### src/rtl/addr_pc_gen.sv
module addr_pc_gen #(
  parameter int AW      = 16,
  parameter int DW      = 8,
  parameter int ENTRIES = 16,
  parameter int DMA_IDX = 1
) (
  input  logic          clk,
  input  logic          rst,
  input  logic [1:0]    acc_kind,
  input  logic          br_taken,
  input  logic [DW-1:0] br_disp,
  input  logic          jump,
  input  logic [AW-1:0] ea_sum,
  output logic [AW-1:0] mem_addr,
  output logic [AW-1:0] cpu_pc
);
  localparam int IW = $clog2(ENTRIES);
  localparam logic [1:0] K_FETCH = 2'b00;
  localparam logic [1:0] K_DMA   = 2'b10;

  logic [AW-1:0] rf [ENTRIES];

  wire is_fetch = (acc_kind == K_FETCH);
  wire is_dma   = (acc_kind == K_DMA);

  wire [IW-1:0] idx      = is_dma ? IW'(DMA_IDX) : '0;
  wire [AW-1:0] base     = rf[idx];
  wire [AW-1:0] disp2    = {{(AW-DW-1){br_disp[DW-1]}}, br_disp, 1'b0};
  wire [AW-1:0] incr     = (is_fetch && br_taken) ? disp2 : AW'(2);
  wire [AW-1:0] pc_next  = base + incr;
  wire          take_ea  = is_fetch && jump;
  wire          wr_en    = is_fetch || is_dma;
  wire [AW-1:0] wr_data  = take_ea ? ea_sum : pc_next;

  always_comb begin
    if (rst)                     mem_addr = '0;
    else if (is_dma)             mem_addr = base;
    else if (is_fetch && !jump)  mem_addr = pc_next;
    else                         mem_addr = ea_sum;
  end

  always_ff @(posedge clk) begin
    if (rst) begin
      for (int i = 0; i < ENTRIES; i++) rf[i] <= '0;
    end else if (wr_en) begin
      rf[idx] <= wr_data;
    end
  end

  assign cpu_pc = rf[0];
endmodule


### config.mk
export PLATFORM = sky130hd
export DESIGN_NAME = addr_pc_gen
export DESIGN_NICKNAME = d
export VERILOG_FILES = /design/src/rtl/addr_pc_gen.sv
export SDC_FILE = /design/constraint.sdc
export NUM_CORES = 1
export LEC_CHECK = 0
export BUFFER_PORTS_ARGS = -buffer_cell sky130_fd_sc_hd__buf_2
export CAP_MARGIN = 20
export CELL_PAD_IN_SITES_DETAIL_PLACEMENT = 0
export CELL_PAD_IN_SITES_GLOBAL_PLACEMENT = 2
export CORE_UTILIZATION = 35
export DETAILED_ROUTE_END_ITERATION = 8
export PLACE_DENSITY = 0.95
export SYNTH_ARGS = -nofsm -noshare
export SYNTH_HDL_FRONTEND = slang
export SYNTH_SLANG_ARGS = --single-unit
export TNS_END_PERCENT = 5
### constraint.sdc
create_clock -name clk -period 9.3 [get_ports clk]
set_input_delay 0.465 -clock clk [delete_from_list [all_inputs] [get_ports clk]]
set_output_delay 0.465 -clock clk [all_outputs]
set_load 0.1 [all_outputs]
==> results.txt <==
----------------------------------------------------
[Synthesis]
  Portion of the post-synthesis area used by sequential elements ... between 30% and 40%
  Number of distinct library cells after synthesis ... between 60 and 70
  Number of standard cells after synthesis ... 350
  Dominant register cell in the synthesized netlist ... edfxtp_1
  Per-instance average area after synthesis ... 8.304 um^2
  Number of enable flip-flop cells after synthesis ... 32
  Count of warnings emitted by yosys ... 0
  Number of flip-flops and latches in the synthesized netlist ... 32
  Post-synth ARST share ... 0%
  Combined area of all synthesized cells ... 2907 um^2
  Syn nets ... approximately 400

[Worst setup path]
  CP required ... 8.84 ns
  Crit-path max FO ... 18
  Crit start category ... primary input
  Sort of element at the end of the critical path ... output port
  Slowest stage cell, crit path ... nor2_1
  Arrival time at the worst endpoint ... around 4.0 ns
  Cell-by-cell trace of the critical path ... buf_2, nor2_1, nand3b_1, ha_1, fa_1, a211oi_1, o21ai_0, o21a_1, a311oi_4, o21a_1, o311ai_1, a21oi_1, buf_2
  Type of the setup path with the least slack ... in -> out
  Worst stage delay on the critical path ... around 0.53 ns

[CTS]
  Count of hold buffers inserted by post-cts repair ... 0
  CTS sink count ... 32
  Worst-Skew Late Latency ... around 0.3 ns
  Cells resized by post-CTS repair ... 0
  Post-CTS setup buffer count ... 0
  Number of H-tree levels ... 2
  Longest Clk Path Bufs ... 2
  Clock tree from TritonCTS ... done
  Num CTS Buffers ... 5
  Cell at the root of the clock tree ... clkbuf_8
  Clock input transition at the sequential cells of the worst setup and hold paths ... 0.08 ns

[Timing]
  Final worst clock skew ... 0.01106 ns
  Final critical-path share of the clock period ... between 40% and 50%
  Unrepaired setup endpoints after global routing ... false
  Count of final hold-check violations ... 0
  Smallest setup slack after layout ... slightly below 5 ns
  Remaining max-slew budget at the tightest pin ... between 40% and 50%
  Peak clock frequency supported by timing ... about 0.22 GHz
  Worst Hold Margin ... roughly 0.48 ns
  Final setup violation count ... 0
  Summed negative setup slack over all endpoints ... 0 ns
  Min Tclk post-route ... between 4 and 5 ns
  Worst Tran Pin Value ... 0.7985 ns
  Final Slew Violations ... 0

[Finish]
  Number of flip-flops under the largest register name ... 32
  Post-layout util ... between 40% and 50%
  Largest register by flop count ... rf
  Largest registers ranked by flip-flop count ... rf (32)
  Layout cells sized above 1 ... 21.64%
  Count of antenna diodes in the layout ... 0
  Synthesis-to-layout area growth ... 16.70%
  Post-layout nets ... 444

[Die]
  Number of top-level design ports ... a little over 60
  X dimension of the die ... ~93 um
  Effective utilization at floorplan ... a little under two fifths
  Standard-cell row count ... 32
  Floorplan die area ... roughly 8700 um^2
  Core box area ... roughly 8000 um^2
  Die height ... roughly 93 um

[Outcome]
  Outcome ... finished, final reports clean

[Global routing]
  Initial antenna violation count ... 0
  Pin count of the biggest net entering global routing ... 36
  Total congestion overflow after global routing ... 0
  Global Route Usage Sum ... a little over a fifth
  Global-route wire length before repair ... roughly 14 mm
  Number of global-route vias before repair ... about 2600

[Route]
  DRC violation count after routing ... 0
  Iteration-0 DRC count of the detailed router ... between 200 and 250
  Detail-routed net length per standard cell ... between 15 and 20 um
  Routed vias/inst ... around 5.5
  Via count ... 2796
  Post-DRT Antenna Nets ... 0
  Count of TritonRoute iterations in the first routing pass ... 5
  Total wirelength of the detailed-routed design ... between 9 and 10 mm

[Power]
  Leak ... around 1.5 nW
  Areal power density over the cells ... approximately 150 nW/um^2
  Worst-case vdd ir drop ... between 0.00005 and 0.00006 V

[Placed design]
  Number of I/O port buffers ... 61
  Gpl congestion ... between 0.9 and 1
  Placed wire-length estimate ... 6.224 mm
  Setup slack after placement ... 4.886 ns

[Hold path]
  Worst Hold Class ... in -> reg

[Run]
  Max-Cap Viols ... 0

----------------------------------------------------
cell usage in the layout, fill, tap and decap left out, types with 2 or more instances in the layout:
cell type,n
a211oi_1,6
a21o_1,4
a21oi_1,17
a311oi_1,6
a31oi_1,4
a32oi_1,3
and2_1,5
and3_1,8
buf_2,61
buf_4,4
clkbuf_8,5
edfxtp_1,32
ha_1,12
inv_1,4
mux2i_1,10
nand2_1,74
nand2b_1,5
nand3_1,6
nand3b_1,2
nor2_1,40
nor2b_1,3
nor3_1,5
nor3b_1,2
o211ai_1,5
o21a_1,4
o21ai_0,21
o21bai_1,3
o22ai_1,2
o31ai_2,2
or2_2,2
or3_1,4
xnor2_1,8
critical path, delay by kind of cell:
| family | cells | cell delay [ns] |
|---|---|---|
| AOI/OAI and AO/OA | 7 | 1.49 |
| adders and majority gates | 2 | 0.69 |
| and+or+nand+nor | 2 | 0.68 |
| buffers and inverters | 2 | 0.65 |
per-stage QoR:
stage | power, mW | std cells | area [um^2]
after floorplan | 0.3294 | 350 | 2907
after global placement | 0.3689 | 496 | 3284
after detailed placement | 0.3693 | 496 | 3284
after CTS | 0.5078 | 504 | 3392
after global routing | 0.5256 | 504 | 3392
final | 0.5074 | 504 | 3392
cells by family (layout without fill, tap and decap cells):
kind of cell | after synthesis | count (layout) | share of synthesized area [%]
mux | 11 | 11 | 3.960
fa+ha+maj | 13 | 13 | 5.854
compound gates | 95 | 95 | 24.28
simple gates | 165 | 165 | 26.69
xor+xnor | 8 | 8 | 2.411
buf+inv | 26 | 78 | 3.745
flops | 32 | 32 | 33.06
worst paths after layout:
check	from	end	slack, ns	cells past startpoint
worst max-delay path	acc_kind[0]	mem_addr[11]	4.85	13
worst min-delay path	ea_sum[15]	rf[0][15]	0.48	3
worst max register to register	rf[0][1]	rf[0][15]	6.29	11
worst min register to register	rf[1][0]	rf[1][0]	0.59	1
per-layer routing:
metal | track usage, % | routed length [um]
met1 | 30.52 | 4278
met2 | 33.70 | 4117
met3 | 3.902 | 599
met4 | 4.359 | 97
met5 | 0 | 0
area by class of cell:
class                      count  area, um^2
tap                          102       127.6
inverter                       5       18.77
sequential                    32       960.9
clock buffer                   6       72.57
multi-input combinational    292        1842
clock inverter                 2       35.03
fill                         816        4496
timing repair buffer          65       335.3
Yosys cell counts, drive strengths merged, types with 6 or more instances:
library cell | count | area share (%)
nand3 | 6 | 1.0
mux2i | 10 | 3.4
ha | 12 | 5.2
edfxtp | 32 | 33
o21ai | 21 | 3.6
a21oi | 17 | 2.9
and3 | 8 | 1.7
nor3 | 6 | 1.0
a311oi | 7 | 2.7
and2 | 6 | 1.3
clkbuf | 16 | 2.1
a211oi | 7 | 2.0
nor2 | 40 | 5.2
xnor2 | 8 | 2.4
nand2 | 75 | 9.9
report_power, final:
| group | switching, mW | internal [mW] |
|---|---|---|
| clock network | 0.0606 | 0.0797 |
| logic | 0.145 | 0.0460 |
| registers | 0.00618 | 0.170 |
| total | 0.212 | 0.295 |
No activity file was read; power rests on OpenSTA's default activity.
